[src/rtl/cdiv_pkg.sv]
package cdiv_pkg;
    typedef enum logic [0:0] {
        ST_RUN  = 1'b0,
        ST_PEND = 1'b1
    } upd_state_e;
endpackage

[src/rtl/cdiv_settings.sv]
module cdiv_settings
    import cdiv_pkg::*;
#(
    parameter int W    = 8,
    parameter int NOUT = 2,
    parameter logic [W-1:0] DEF_DIV = W'(7),
    parameter logic [NOUT-1:0][2*W-1:0] DEF_PH = '0
) (
    input  logic                       clk,
    input  logic                       rst_n,
    input  logic                       upd_stb,
    input  logic                       wrap,
    input  logic [W-1:0]               div_in,
    input  logic [NOUT-1:0][2*W-1:0]   ph_in,
    output logic [W-1:0]               div_act,
    output logic [NOUT-1:0][2*W-1:0]   ph_act,
    output logic [W-1:0]               div_nxt,
    output logic [NOUT-1:0][2*W-1:0]   ph_nxt
);
    upd_state_e state, state_nxt;
    logic [W-1:0]             div_sh;
    logic [NOUT-1:0][2*W-1:0] ph_sh;
    logic apply, load_sh;

    // next-state and control decode
    always_comb begin
        state_nxt = state;
        load_sh   = 1'b0;
        apply     = 1'b0;
        unique case (state)
            ST_RUN: begin
                if (upd_stb && !wrap) begin
                    state_nxt = ST_PEND;
                    load_sh   = 1'b1;
                end else if (upd_stb && wrap) begin
                    apply     = 1'b1;
                end
            end
            ST_PEND: begin
                if (wrap) begin
                    state_nxt = ST_RUN;
                    apply     = 1'b1;
                end else if (upd_stb) begin
                    load_sh   = 1'b1;
                end
            end
        endcase
    end

    always_comb begin
        div_nxt = div_act;
        ph_nxt  = ph_act;
        if (apply) begin
            div_nxt = upd_stb ? div_in : div_sh;
            ph_nxt  = upd_stb ? ph_in  : ph_sh;
        end
    end

    // state register
    always_ff @(posedge clk or negedge rst_n) begin
        if (!rst_n) state <= ST_RUN;
        else        state <= state_nxt;
    end

    // shadow and active settings
    always_ff @(posedge clk or negedge rst_n) begin
        if (!rst_n) begin
            div_sh  <= DEF_DIV;
            ph_sh   <= DEF_PH;
            div_act <= DEF_DIV;
            ph_act  <= DEF_PH;
        end else begin
            if (load_sh) begin
                div_sh <= div_in;
                ph_sh  <= ph_in;
            end
            div_act <= div_nxt;
            ph_act  <= ph_nxt;
        end
    end
endmodule

[src/rtl/cdiv_counter.sv]
module cdiv_counter #(
    parameter int W = 8
) (
    input  logic         clk,
    input  logic         rst_n,
    input  logic [W-1:0] div_act,
    output logic [W-1:0] cnt,
    output logic [W-1:0] cnt_nxt,
    output logic         wrap
);
    always_comb begin
        wrap    = (cnt == div_act);
        cnt_nxt = wrap ? '0 : cnt + W'(1);
    end

    always_ff @(posedge clk or negedge rst_n) begin
        if (!rst_n) cnt <= '0;
        else        cnt <= cnt_nxt;
    end
endmodule

[src/rtl/cdiv_edge.sv]
module cdiv_edge #(
    parameter int W = 8
) (
    input  logic           clk,
    input  logic           rst_n,
    input  logic [W-1:0]   cnt_nxt,
    input  logic [W-1:0]   div_nxt,
    input  logic [2*W-1:0] ph_nxt,
    output logic           clk_o
);
    logic [W-1:0] rise_at, fall_at;
    logic         lvl_nxt;

    always_comb begin
        rise_at = ph_nxt[W-1:0];
        fall_at = ph_nxt[2*W-1:W];
        lvl_nxt = clk_o;
        if (div_nxt == '0)            lvl_nxt = 1'b1;
        else if (rise_at == fall_at)  lvl_nxt = 1'b0;
        else if (cnt_nxt == rise_at)  lvl_nxt = 1'b1;
        else if (cnt_nxt == fall_at)  lvl_nxt = 1'b0;
    end

    always_ff @(posedge clk or negedge rst_n) begin
        if (!rst_n) clk_o <= 1'b0;
        else        clk_o <= lvl_nxt;
    end
endmodule

[src/rtl/clkdiv_dual_phase.sv]
module clkdiv_dual_phase #(
    parameter int W = 8,
    parameter logic [W-1:0] DEF_DIV = W'(7)
) (
    input  logic         clk,
    input  logic         rst_n,
    input  logic [W-1:0] div_set,
    input  logic [2*W-1:0] phase0_set,
    input  logic [2*W-1:0] phase1_set,
    input  logic         upd_stb,
    output logic         clk_out0,
    output logic         clk_out1
);
    localparam int NOUT   = 2;
    localparam int PERIOD = int'(DEF_DIV) + 1;
    localparam logic [W-1:0] RISE0 = '0;
    localparam logic [W-1:0] FALL0 = W'(PERIOD >> 1);
    localparam logic [W-1:0] RISE1 = W'(PERIOD >> 2);
    localparam logic [W-1:0] FALL1 = W'((PERIOD >> 2) + (PERIOD >> 1));
    localparam logic [NOUT-1:0][2*W-1:0] DEF_PH = {{FALL1, RISE1}, {FALL0, RISE0}};

    logic [NOUT-1:0][2*W-1:0] ph_in, ph_act, ph_nxt;
    logic [W-1:0] div_act, div_nxt, cnt, cnt_nxt;
    logic         wrap;
    logic [NOUT-1:0] clk_vec;

    assign ph_in = {phase1_set, phase0_set};

    cdiv_settings #(.W(W), .NOUT(NOUT), .DEF_DIV(DEF_DIV), .DEF_PH(DEF_PH)) u_set (
        .clk(clk), .rst_n(rst_n), .upd_stb(upd_stb), .wrap(wrap),
        .div_in(div_set), .ph_in(ph_in),
        .div_act(div_act), .ph_act(ph_act),
        .div_nxt(div_nxt), .ph_nxt(ph_nxt)
    );

    cdiv_counter #(.W(W)) u_cnt (
        .clk(clk), .rst_n(rst_n), .div_act(div_act),
        .cnt(cnt), .cnt_nxt(cnt_nxt), .wrap(wrap)
    );

    for (genvar g = 0; g < NOUT; g++) begin : g_out
        cdiv_edge #(.W(W)) u_edge (
            .clk(clk), .rst_n(rst_n), .cnt_nxt(cnt_nxt),
            .div_nxt(div_nxt), .ph_nxt(ph_nxt[g]), .clk_o(clk_vec[g])
        );
    end

    assign clk_out0 = clk_vec[0];
    assign clk_out1 = clk_vec[1];
endmodule

[config.mk]
export PLATFORM = sky130hd
export DESIGN_NAME = clkdiv_dual_phase
export DESIGN_NICKNAME = d
export VERILOG_FILES = /design/src/rtl/cdiv_pkg.sv /design/src/rtl/cdiv_settings.sv /design/src/rtl/cdiv_counter.sv /design/src/rtl/cdiv_edge.sv /design/src/rtl/clkdiv_dual_phase.sv
export SDC_FILE = /design/constraint.sdc
export NUM_CORES = 1
export LEC_CHECK = 0
export BUFFER_PORTS_ARGS = -buffer_cell sky130_fd_sc_hd__buf_2
export CAP_MARGIN = 30
export CORE_MARGIN = 3
export CORE_UTILIZATION = 60
export CTS_BUF_LIST = sky130_fd_sc_hd__clkbuf_4 sky130_fd_sc_hd__clkbuf_8
export CTS_CLUSTER_DIAMETER = 80
export DETAILED_ROUTE_END_ITERATION = 10
export PLACE_DENSITY = 0.83
export SKIP_CTS_REPAIR_TIMING = 1
export SYNTH_ARGS = -nofsm -noshare
export SYNTH_HDL_FRONTEND = slang
export SYNTH_SLANG_ARGS = --single-unit
[constraint.sdc]
create_clock -name clk -period 6.5 [get_ports clk]
set_clock_uncertainty 0.1 [all_clocks]
set_input_delay 0.325 -clock clk [delete_from_list [all_inputs] [get_ports clk]]
set_output_delay 0.325 -clock clk [all_outputs]
set_load 0.02 [all_outputs]
Yosys cells after proc, flatten, opt, wreduce, memory -nomap -nowiden
Index checks and enable logic that the tools add are counted.
- add/subtract/negate cells: 1
- equality and inequality tests: 7
- multiplexer cells: 23
- bitwise gates (word level): 1
- reduce and logical (&&, ||, !) cells: 6
- operators by type and width (operator ; count):
    2-to-1 mux 32 bit ; 2
    == test 8 bit ; 7
    2-to-1 mux 8 bit ; 3
    2-to-1 mux 1 bit ; 15
    adder 8 x 1 -> 8 bit, second input constant ; 1
    logical NOT 8 bit ; 1
    nonzero test 4 bit ; 2
    case mux 1 bit (2 select lines) ; 3
    logical AND 1 bit ; 2
    logical NOT 1 bit ; 1
    inverter 1 bit ; 1
- register bits: 91
- logic and storage cells: 48

Logic depth before layout (Yosys ltp)
Gate-level depths: netlist of the first run.
- depth after elaboration: 11
- mapped depth: 11
- depth with buffers taken out: 9

By module
A second synthesis of the first run with hierarchy kept.
- cell total of the unflattened synthesis: 437
- area, all modules: 4670.7 µm²
- modules (own cells, without submodules) (module ; times used ; cells each ; area an instance (µm²) ; sequential area each (µm²)):
    cdiv_settings ; 1 ; 317 ; 3550.9 ; 2044.5
    cdiv_edge ; 2 ; 38 ; 315.3 ; 25.0
    cdiv_counter ; 1 ; 44 ; 489.2 ; 200.2

Worst setup path before layout of the first run
Ideal clock, no wire load.
- kind: flip-flop to flip-flop
- from: register u_set.div_act[0]
- to: register g_out[1].u_edge.clk_o
- data arrival time: 2.312 ns
- required time: 6.312 ns
- setup slack: 4.000 ns
- cell stages (with the launch flop): 10
- period minus slack after synthesis: 2.500 ns
- cell sequence: dfstp_2 -> xnor2_1 -> nand4_2 -> nor3_4 -> buf_2 -> mux2i_1 -> xnor2_1 -> nor4b_1 -> a221oi_1 -> a41oi_1
- cells in the longest elaborated chain, start to end: 10
- elaborated cells between the ends (all ways): 19
- those cells by class: eq/ne: 4; mux: 10; reduce/logical: 5
- RTL lines (what ; RTL line ; source):
    start, declared ; cdiv_settings.sv:15 ; output logic [W-1:0] div_act,
    start signal, assigned ; cdiv_settings.sv:77 ; div_act <= div_nxt;
    == test 8 bit ; cdiv_counter.sv:12 ; wrap = (cnt == div_act);
    logical AND 1 bit / logical NOT 1 bit (equally long branches) ; cdiv_settings.sv:35, cdiv_settings.sv:32 ;
    2-to-1 mux 1 bit / logical AND 1 bit (equally long branches) ; cdiv_settings.sv:35, cdiv_settings.sv:32 ;
    2-to-1 mux 1 bit ; cdiv_settings.sv:32 ; if (upd_stb && !wrap) begin
    case mux 1 bit (2 select lines) ; cdiv_settings.sv:30 ; unique case (state)
    2-to-1 mux 32 bit ; cdiv_settings.sv:53 ; if (apply) begin
    == test 8 bit ; cdiv_edge.sv:20 ; else if (cnt_nxt == rise_at) lvl_nxt = 1'b1;
    2-to-1 mux 1 bit ; cdiv_edge.sv:20 ;
    2-to-1 mux 1 bit ; cdiv_edge.sv:19 ; else if (rise_at == fall_at) lvl_nxt = 1'b0;
    2-to-1 mux 1 bit ; cdiv_edge.sv:18 ; if (div_nxt == '0) lvl_nxt = 1'b1;
    end signal, assigned ; cdiv_edge.sv:26 ; else clk_o <= lvl_nxt;
    end, declared ; cdiv_edge.sv:9 ; output logic clk_o
Several ways; a longest one is shown, not always the timed one.
A chain may end at the register's enable or synchronous reset.

Worst setup path in the final report of the first run
- from: register u_cnt.cnt[0]
- to: register g_out[1].u_edge.clk_o
- cells in the longest elaborated chain, start to end: 10
- elaborated cells between the ends (all ways): 20
- those cells by class: add/sub: 1; eq/ne: 4; mux: 10; reduce/logical: 5
- RTL lines (what ; RTL line ; source):
    start, declared ; cdiv_counter.sv:7 ; output logic [W-1:0] cnt,
    start signal, assigned ; cdiv_counter.sv:18 ; else cnt <= cnt_nxt;
    == test 8 bit ; cdiv_counter.sv:12 ;
    logical AND 1 bit / logical NOT 1 bit (equally long branches) ; cdiv_settings.sv:35, cdiv_settings.sv:32 ;
    2-to-1 mux 1 bit / logical AND 1 bit (equally long branches) ; cdiv_settings.sv:35, cdiv_settings.sv:32 ;
    2-to-1 mux 1 bit ; cdiv_settings.sv:32 ;
    case mux 1 bit (2 select lines) ; cdiv_settings.sv:30 ;
    2-to-1 mux 32 bit ; cdiv_settings.sv:53 ;
    == test 8 bit ; cdiv_edge.sv:20 ;
    2-to-1 mux 1 bit ; cdiv_edge.sv:20 ;
    2-to-1 mux 1 bit ; cdiv_edge.sv:19 ;
    2-to-1 mux 1 bit ; cdiv_edge.sv:18 ;
Several ways; a longest one is shown, not always the timed one.

==> out/metrics.csv, run 1 <==
stage,metric,value,unit
pwr,p_leak,2.41,nW
global_routing,antenna_found_initial,0,
setup_path,start_kind,flop,
pwr,powerDensity,426,nW/um^2
global_routing,grt_pass1_vias,3990,
synthesis,async_flop_share,100,%
synthesis,synth_compound_area_share,14.5,%
routing,finalWirelength,12.6,mm
global_routing,grt_first_pass_wirelength,20.7,mm
layout,area_delta_synth_final,8.75,%
floorplan,die_w,98.9,um
placement,place_ws,2.63,ns
synthesis,postSynthCellCount,492,
timing,setup_ws,2.62,ns
placement,portBuffers,44,
timing,maxSlewHeadroom,26.9,%
run_status,status,completed,
synthesis,synth_area,5180,um^2
setup_path,setup.worst_path.class,reg2reg,
timing,min_period,3.88,ns
setup_path,r2r_start,u_cnt.cnt[0],
pwr,ir_drop,0.182,mV
routing,via_per_inst,6.42,
floorplan,io-pin-count,45,
setup_path,required,6.67,ns
global_routing,grt_max_degree,67,
placement,gp_congestion,0.939,
global_routing,gr-total-overflow,0,
timing,fin_crit_sh,59.7,%
layout,final_cell_mix,"dfrtp_1, mux2_2, buf_2",
routing,route.detailed.drc,0,
cts,insertion_delay,0.36,ns
routing,wl_per_cell,19.9,um
setup_path,worstPathMaxFanout,44,
floorplan,die_area,9780,um^2
layout,antenna-diode-count,0,
synthesis,postSynthAreaPerCell,10.5,um^2
layout,fillCellCount,646,
synthesis,synth_fa_ha_area_share,0.242,%
synthesis,synth-edff-count,0,
timing,setup_viol,0,
timing,rsz0062_at_grt,false,
timing,final_hold_viol_count,0,
cts,cts_htree_levels,3,
synthesis,ys_seq_area_share,44.3,%
routing,ant_nets,0,
run,cap_violations,0,
hold_path,min_to,u_set.ph_sh[30],
timing,tightest_slew,1.09,ns
synthesis,synth_top_family_by_area,multiplexers,
layout,layout-drive-gt1-share,25.8,%
floorplan,start_util,62.4,%
layout,nNetsFinal,566,
placement,dp_hpwl,8.92,mm
cts,cts_tree,yes,
hold_path,hp-class,in2reg,
synthesis,synthSimpleGateAreaFrac,11.9,%
cts,clockRootBuffer,clkbuf_8,
timing,maxSlewViolCount,0,
routing,drtIter0Drc,396,
timing,fmaxAchievable,258,MHz
cts,clock_sinks,91,
layout,layout_commonest_cell,dfrtp_1,
synthesis,synth_fp_nets,536,
routing,drt_first_pass_iters,5,
setup_path,worstSetupEndpointType,flop,
setup_path,r2r_slack,2.62,ns
synthesis,yosys_warnings,0,
synthesis,yosys-mux-area-fraction,17.5,%
timing,setup_tns,0,ns
floorplan,placementRows,33,
synthesis,synth-main-ff-cell,dfrtp_1,
floorplan,placeableCoreArea,8300,um^2
hold_path,min_from,phase1_set[14],
routing,via_count,4060,
cts,clk_pin_slew,0.10,ns
setup_path,r2r_cells,8,
setup_path,rr_endpoint,g_out[1].u_edge.clk_o,
synthesis,synth-xor-area-share,7.64,%
hold_path,hold_path_depth,2,
layout,final_util,67.8,%
cts,clock_path_buffers,2,
setup_path,arrival,4.05,ns
global_routing,track_usage,26.7,%
cts,cts_buffers,9,
synthesis,ys_ff_latch,91,
synthesis,ys_types,65,
floorplan,die_h,98.9,um
[metal layers]
metal | global-route usage (%) | part of all wire [%]
met5 | 0 | 0
met2 | 41.8 | 46
met3 | 4.03 | 6.6
met4 | 8.82 | 2.2
met1 | 38.3 | 45
[worst max path at each step]
stage,slack [ns],endpoint,start,cells past startpoint
6_report,2.62,g_out[1].u_edge.clk_o,u_cnt.cnt[0],8
5_1_grt,2.30,g_out[1].u_edge.clk_o,u_cnt.cnt[0],8
4_1_cts,2.68,g_out[1].u_edge.clk_o,u_cnt.cnt[0],8
3_5_place_dp,2.63,g_out[1].u_edge.clk_o,upd_stb,8
3_3_place_gp,2.66,g_out[1].u_edge.clk_o,upd_stb,8
2_1_floorplan,4.00,g_out[1].u_edge.clk_o,u_set.div_act[0],9
[synth_stat cells (all sizes together), types with 3 or more instances]
library cell	instances	area share, %
nor3	9	1.1
nor2	27	2.0
nand3	11	1.2
xnor2	25	4.4
clkbuf	8	0.58
mux2i	40	7.7
nand4	7	1.1
or4	4	0.65
mux2	45	9.8
a221oi	3	0.51
o31ai	3	0.44
nand4b	3	0.51
and3	3	0.36
buf	22	2.3
a31oi	9	1.1
o221ai	3	0.51
a21oi	32	3.1
dfstp	14	7.1
o21ai	36	3.5
xor2	14	2.4
dfrtp	77	37
a222oi	3	0.58
nand2	28	2.0
and4	3	0.56
o221a	3	0.65
nor4	7	1.1
inv	14	1.0
nand2b	4	0.48
o211ai	3	0.44
[area by class of cell]
cell class	count	area (um^2)	area share, %
clock buffers	11	145	2.58
flip-flops and latches	91	2290	40.8
repair buffers	49	263	4.67
inverters	14	52.6	0.934
well taps	105	131	2.33
multi-input cells	357	2680	47.6
clock inverters	5	62.6	1.11
[critical path, cell delays in order, from the launching register on]
cell and delay (ns):
dfrtp_1 0.53, xnor2_1 0.27, and4_1 0.72, nand3_2 0.79
a21oi_1 0.45, o211ai_1 0.19, nor4_4 0.42, nor3_1 0.12
a41oi_1 0.22
[state kept, by name, indices dropped and copies added (netlist names)]
signal and flops:
u_set.state 1, u_set.ph_sh 32, g_out.u_edge.clk_o 2, u_set.div_act 8, u_set.ph_act 32, u_set.div_sh 8, u_cnt.cnt 8
[cell families after synthesis]
group	count (synthesis)
AO/OA/AOI/OAI	118
AND/OR/NAND/NOR	112
flip-flops	91
multiplexers	85
buffers and inverters	44
XOR/XNOR	41
adder cells (fa/ha/maj)	1
[power by group]
part / leakage [nW] / internal, mW / switching [mW]
clock: 0.0996 / 0.195 / 0.204
combinational: 1.24 / 0.443 / 0.590
sequential: 1.07 / 0.762 / 0.201
total: 2.41 / 1.40 / 0.996
[through the flow]
step / hold slack [ns] / total power, mW / area [um^2] / std cells
after floorplan: -0.0706 / 1.70 / 5180 / 492
after global placement: 0.156 / 1.93 / 5410 / 615
after detailed placement: 0.158 / 1.97 / 5410 / 615
after CTS: -0.234 / 2.37 / 5620 / 631
after global routing: 0.0963 / 2.54 / 5630 / 632
final: 0.102 / 2.40 / 5630 / 632
(Power assumes the default switching activity.)
==> inputs of run 2 (changes only) <==
==> constraint.sdc (replaced) <==
create_clock -name clk -period 4 [get_ports clk]
set_clock_uncertainty 0.1 [all_clocks]
set_input_delay 0.2 -clock clk [delete_from_list [all_inputs] [get_ports clk]]
set_output_delay 0.2 -clock clk [all_outputs]
set_load 0.02 [all_outputs]
==> out/metrics.csv, run 2 (same netlist as run 1, synthesis figures left out) <==
stage,metric,value,unit
run_status,status,completed,
cts,cts_tree,yes,
layout,layout_commonest_cell,dfrtp_1,
cts,cts_buffers,9,
global_routing,gr-total-overflow,0,
routing,dr_wl_met3,925,um
setup_path,required,4.17,ns
run,cap_violations,0,
layout,nNetsFinal,590,
floorplan,placementRows,33,
timing,fin_crit_sh,80.2,%
setup_path,setup.worst_path.class,reg2reg,
timing,setup_viol,0,
setup_path,crit_buf_inv,0,
floorplan,placeableCoreArea,8300,um^2
setup_path,arrival,3.38,ns
routing,wl_per_cell,19.8,um
pwr,powerDensity,670,nW/um^2
routing,drtIter0Drc,338,
routing,met2_length,6.00,mm
layout,fillCellCount,632,
routing,via_per_inst,6.34,
global_routing,track_usage,27.4,%
setup_path,slowest_delay,0.59,ns
routing,wl_met1,5.78,mm
cts,clock_sinks,91,
cts,clock_path_buffers,2,
routing,drt_first_pass_iters,5,
placement,portBuffers,44,
global_routing,grt_pass1_vias,3986,
timing,setup_tns,0,ns
setup_path,start_kind,flop,
layout,multi_input_area,2680,um^2
cts,clockRootBuffer,clkbuf_8,
layout,regArea,2290,um^2
timing,holdWs,0.00413,ns
routing,finalWirelength,13.0,mm
pwr,p_leak,2.51,nW
pwr,ir_drop,0.332,mV
floorplan,io-pin-count,45,
cts,cts_htree_levels,3,
layout,reg.largest.list,"u_set.ph_act x32, u_set.ph_sh x32",
timing,fmaxAchievable,312,MHz
global_routing,grt_first_pass_wirelength,20.9,mm
timing,maxSlewViolCount,0,
hold_path,hp-class,in2reg,
floorplan,start_util,62.4,%
setup_path,cpMaxStageDelayCell,nor3_4,
layout,layout-drive-gt1-share,26.1,%
placement,dp_hpwl,9.50,mm
routing,ant_nets,0,
timing,tightest_slew,0.891,ns
routing,route.detailed.drc,0,
cts,insertion_delay,0.36,ns
setup_path,worstSetupEndpointType,flop,
cts,clk_pin_slew,0.09,ns
floorplan,die_w,98.9,um
timing,final_hold_viol_count,0,
setup_path,path_cells,xnor2_1 -> nand4_2 -> nor3_4 -> a21oi_1 -> or4_4 -> nor4_4 -> nor3_1 -> a41oi_1,
setup_path,worstPathMaxFanout,15,
setup_path,critical-path-top-delay-family,simple AND/OR/NAND/NOR gates,
layout,final_cell_mix,"dfrtp_1, mux2_2, buf_2",
timing,rsz0062_at_grt,false,
timing,maxSlewHeadroom,40.1,%
placement,gp_congestion,0.916,
floorplan,die_h,98.9,um
global_routing,antenna_found_initial,0,
layout,area_delta_synth_final,13.0,%
global_routing,grt_max_degree,48,
timing,min_period,3.21,ns
floorplan,die_area,9780,um^2
routing,via_count,4161,
routing,highest_layer,met4,
layout,antenna-diode-count,0,
-- run 2: area by class of cell --
| cell class | instances | area share [%] |
|---|---|---|
| Tap cell | 105 | 2.25 |
| Sequential cell | 91 | 39.2 |
| Clock inverter | 5 | 1.05 |
| Clock buffer | 11 | 2.48 |
| Inverter | 14 | 0.899 |
| Multi-Input combinational cell | 357 | 45.8 |
| Timing Repair Buffer | 73 | 8.26 |
-- run 2: stage by stage --
step / cell area [um^2] / util, % / setup WS [ns] / total power, mW / instances
3_5_place_dp: 5470 / 65.9 / 0.803 / 3.23 / 623
2_1_floorplan: 5180 / - / 1.50 / 2.77 / 492
5_1_grt: 5850 / 70.5 / 0.620 / 4.16 / 656
4_1_cts: 5680 / 68.4 / 0.835 / 3.88 / 639
6_report: 5850 / 70.5 / 0.792 / 3.92 / 656
3_3_place_gp: 5470 / 65.9 / 0.967 / 3.19 / 623
-- run 2: path summary, 6_finish.rpt --
kind	start	endpoint	slack [ns]	cells past startpoint
setup / recovery	u_cnt.cnt[0]	g_out[1].u_edge.clk_o	0.79	8
hold / removal	phase1_set[9]	u_set.ph_sh[25]	0.004	2
setup reg to reg	u_cnt.cnt[0]	g_out[1].u_edge.clk_o	0.79	8
hold reg to reg	u_set.ph_sh[13]	u_set.ph_sh[13]	0.41	1
max in group asynchronous	rst_n	u_set.ph_act[26]	2.51	3
min in group asynchronous	rst_n	u_set.div_sh[4]	0.29	2
-- run 2: per-layer routing --
layer  GRT usage (%)  up-vias
li1                -     1927
met1            39.7     2016
met2            41.7      188
met3            4.18       30
met4            10.3        0
met5               0        -
-- run 2: power breakdown --
group | total, mW | leakage [nW] | internal, mW | switching [mW]
Combinational | 1.72 | 1.35 | 0.751 | 0.973
Sequential | 1.55 | 1.07 | 1.24 | 0.315
Clock | 0.642 | 0.0956 | 0.315 | 0.327
Total | 3.92 | 2.51 | 2.31 | 1.61
==> inputs of run 3 (changes only) <==
==> constraint.sdc (replaced) <==
create_clock -name clk -period 3 [get_ports clk]
set_clock_uncertainty 0.1 [all_clocks]
set_input_delay 0.15 -clock clk [delete_from_list [all_inputs] [get_ports clk]]
set_output_delay 0.15 -clock clk [all_outputs]
set_load 0.02 [all_outputs]
==> out/metrics.csv, run 3 (same netlist as run 1, synthesis figures left out) <==
stage,metric,value,unit
run_status,status,"finished, violations left",
run_status,violations,negative hold slack,
setup_path,arrival,3.11,ns
timing,fmaxAchievable,340,MHz
pwr,switching_share,40.9,%
routing,finalWirelength,13.9,mm
global_routing,track_usage,27.3,%
placement,dp_hpwl,9.53,mm
layout,layout_commonest_cell,dfrtp_1,
routing,drt_first_pass_iters,5,
setup_path,critical-path-top-delay-family,simple AND/OR/NAND/NOR gates,
pwr,finalPower,5.55,mW
pwr,pwr-share-clk,17.4,%
floorplan,placeableCoreArea,8300,um^2
routing,wl_per_cell,20.2,um
placement,portBuffers,44,
timing,setup_ws,0.0572,ns
routing,via_count,4343,
timing,tightest_slew,0.574,ns
cts,clockRootBuffer,clkbuf_8,
cts,clock_sinks,91,
timing,final_hold_viol_count,2,
run,cap_violations,0,
timing,holdWs,-0.00910,ns
floorplan,die_area,9780,um^2
placement,place_ws,0.0933,ns
cts,clock_path_buffers,2,
setup_path,start_kind,flop,
routing,route.detailed.drc,0,
cts,clk_pin_slew,0.10,ns
hold_path,hp-class,in2reg,
cts,cts_buffers,9,
floorplan,placementRows,33,
timing,min_period,2.94,ns
pwr,ir_drop,0.429,mV
setup_path,worstPathMaxFanout,7,
layout,layout-drive-gt1-share,27.3,%
layout,antenna-diode-count,0,
timing,fin_crit_sh,98.1,%
layout,area_delta_synth_final,20.5,%
layout,nNetsFinal,622,
routing,ant_nets,0,
pwr,p_int,3.28,mW
setup_path,path_cells,xnor2_2 -> nand4_4 -> nor3_4 -> a21oi_1 -> or4_4 -> nor4_4 -> nor3_1 -> a41oi_1,
setup_path,setup.worst_path.class,reg2reg,
pwr,powerDensity,890,nW/um^2
placement,placed_cell_area,5560,um^2
layout,final_util,75.1,%
layout,postLayoutCellArea,6240,um^2
routing,via_per_inst,6.31,
timing,maxSlewViolCount,0,
pwr,p_leak,2.70,nW
placement,gp_congestion,1.06,
pwr,combinationalPowerShare,44.9,%
setup_path,cpMaxStageDelayCell,or4_4,
setup_path,required,3.17,ns
floorplan,die_w,98.9,um
setup_path,crit_buf_inv,0,
pwr,p_seq_share,37.7,%
global_routing,gr-total-overflow,0,
setup_path,slowest_delay,0.57,ns
cts,insertion_delay,0.36,ns
floorplan,die_h,98.9,um
layout,reg.largest.list,"u_set.ph_act x32, u_set.ph_sh x32",
cts,cts_htree_levels,3,
floorplan,io-pin-count,45,
pwr,switchingPower,2.27,mW
global_routing,grt_first_pass_wirelength,21.2,mm
setup_path,worstSetupEndpointType,flop,
global_routing,grt_max_degree,59,
routing,drtIter0Drc,447,
timing,setup_viol,0,
global_routing,antenna_found_initial,0,
timing,maxSlewHeadroom,61.8,%
floorplan,start_util,62.4,%
global_routing,grt_pass1_vias,4232,
cts,cts_tree,yes,
layout,final_cell_mix,"dfrtp_1, mux2_2, buf_2",
-- run 3: worst paths after layout --
path | startpoint | endpoint | slack [ns] | depth (start not counted)
setup / recovery | u_cnt.cnt[2] | g_out[1].u_edge.clk_o | 0.06 | 8
hold / removal | phase0_set[14] | u_set.ph_sh[14] | -0.009 | 2
setup reg to reg | u_cnt.cnt[2] | g_out[1].u_edge.clk_o | 0.06 | 8
hold reg to reg | u_set.ph_sh[2] | u_set.ph_sh[2] | 0.41 | 1
max in group asynchronous | rst_n | u_set.ph_act[26] | 1.87 | 3
min in group asynchronous | rst_n | u_set.div_sh[4] | 0.21 | 2
-- run 3: power groups by stage --
stage / Sequential, mW / Combinational [mW] / Clock, mW
final: 2.09 / 2.49 / 0.963
after global routing: 2.13 / 2.70 / 1.02
after CTS: 2.05 / 2.32 / 0.974
after detailed placement: 2.08 / 2.29 / 0
after global placement: 2.05 / 2.22 / 0
after floorplan: 1.93 / 1.76 / 0
-- run 3: final cells by class --
| class | count | area, um^2 |
|---|---|---|
| fillers | 533 | 2060 |
| inverters | 14 | 52.6 |
| clock inverters | 6 | 96.3 |
| flip-flops and latches | 91 | 2290 |
| clock buffers | 10 | 138 |
| repair buffers | 105 | 808 |
| well taps | 105 | 131 |
| multi-input cells | 357 | 2720 |
-- run 3: worst register-to-register path, stage by stage, from the launching register on --
cell,delay (ns)
dfrtp_1,0.51
xnor2_2,0.27
nand4_4,0.19
nor3_4,0.33
a21oi_1,0.15
or4_4,0.57
nor4_4,0.36
nor3_1,0.13
a41oi_1,0.25
-- run 3: through the flow --
stage	setup TNS, ns	hold WS, ns	cells
after floorplan	0	-0.246	492
after global placement	0	0.0635	631
after detailed placement	0	0.0819	631
after CTS	0	-0.318	647
after global routing	-0.0914	0.00181	688
final	0	-0.00910	688
-- run 3: routing by layer --
layer	track usage [%]	vias up	wire length, um
li1	-	1995	-
met1	37.1	2109	5800
met2	44.1	196	6820
met3	4.95	43	911
met4	9.66	0	378
met5	0	-	0
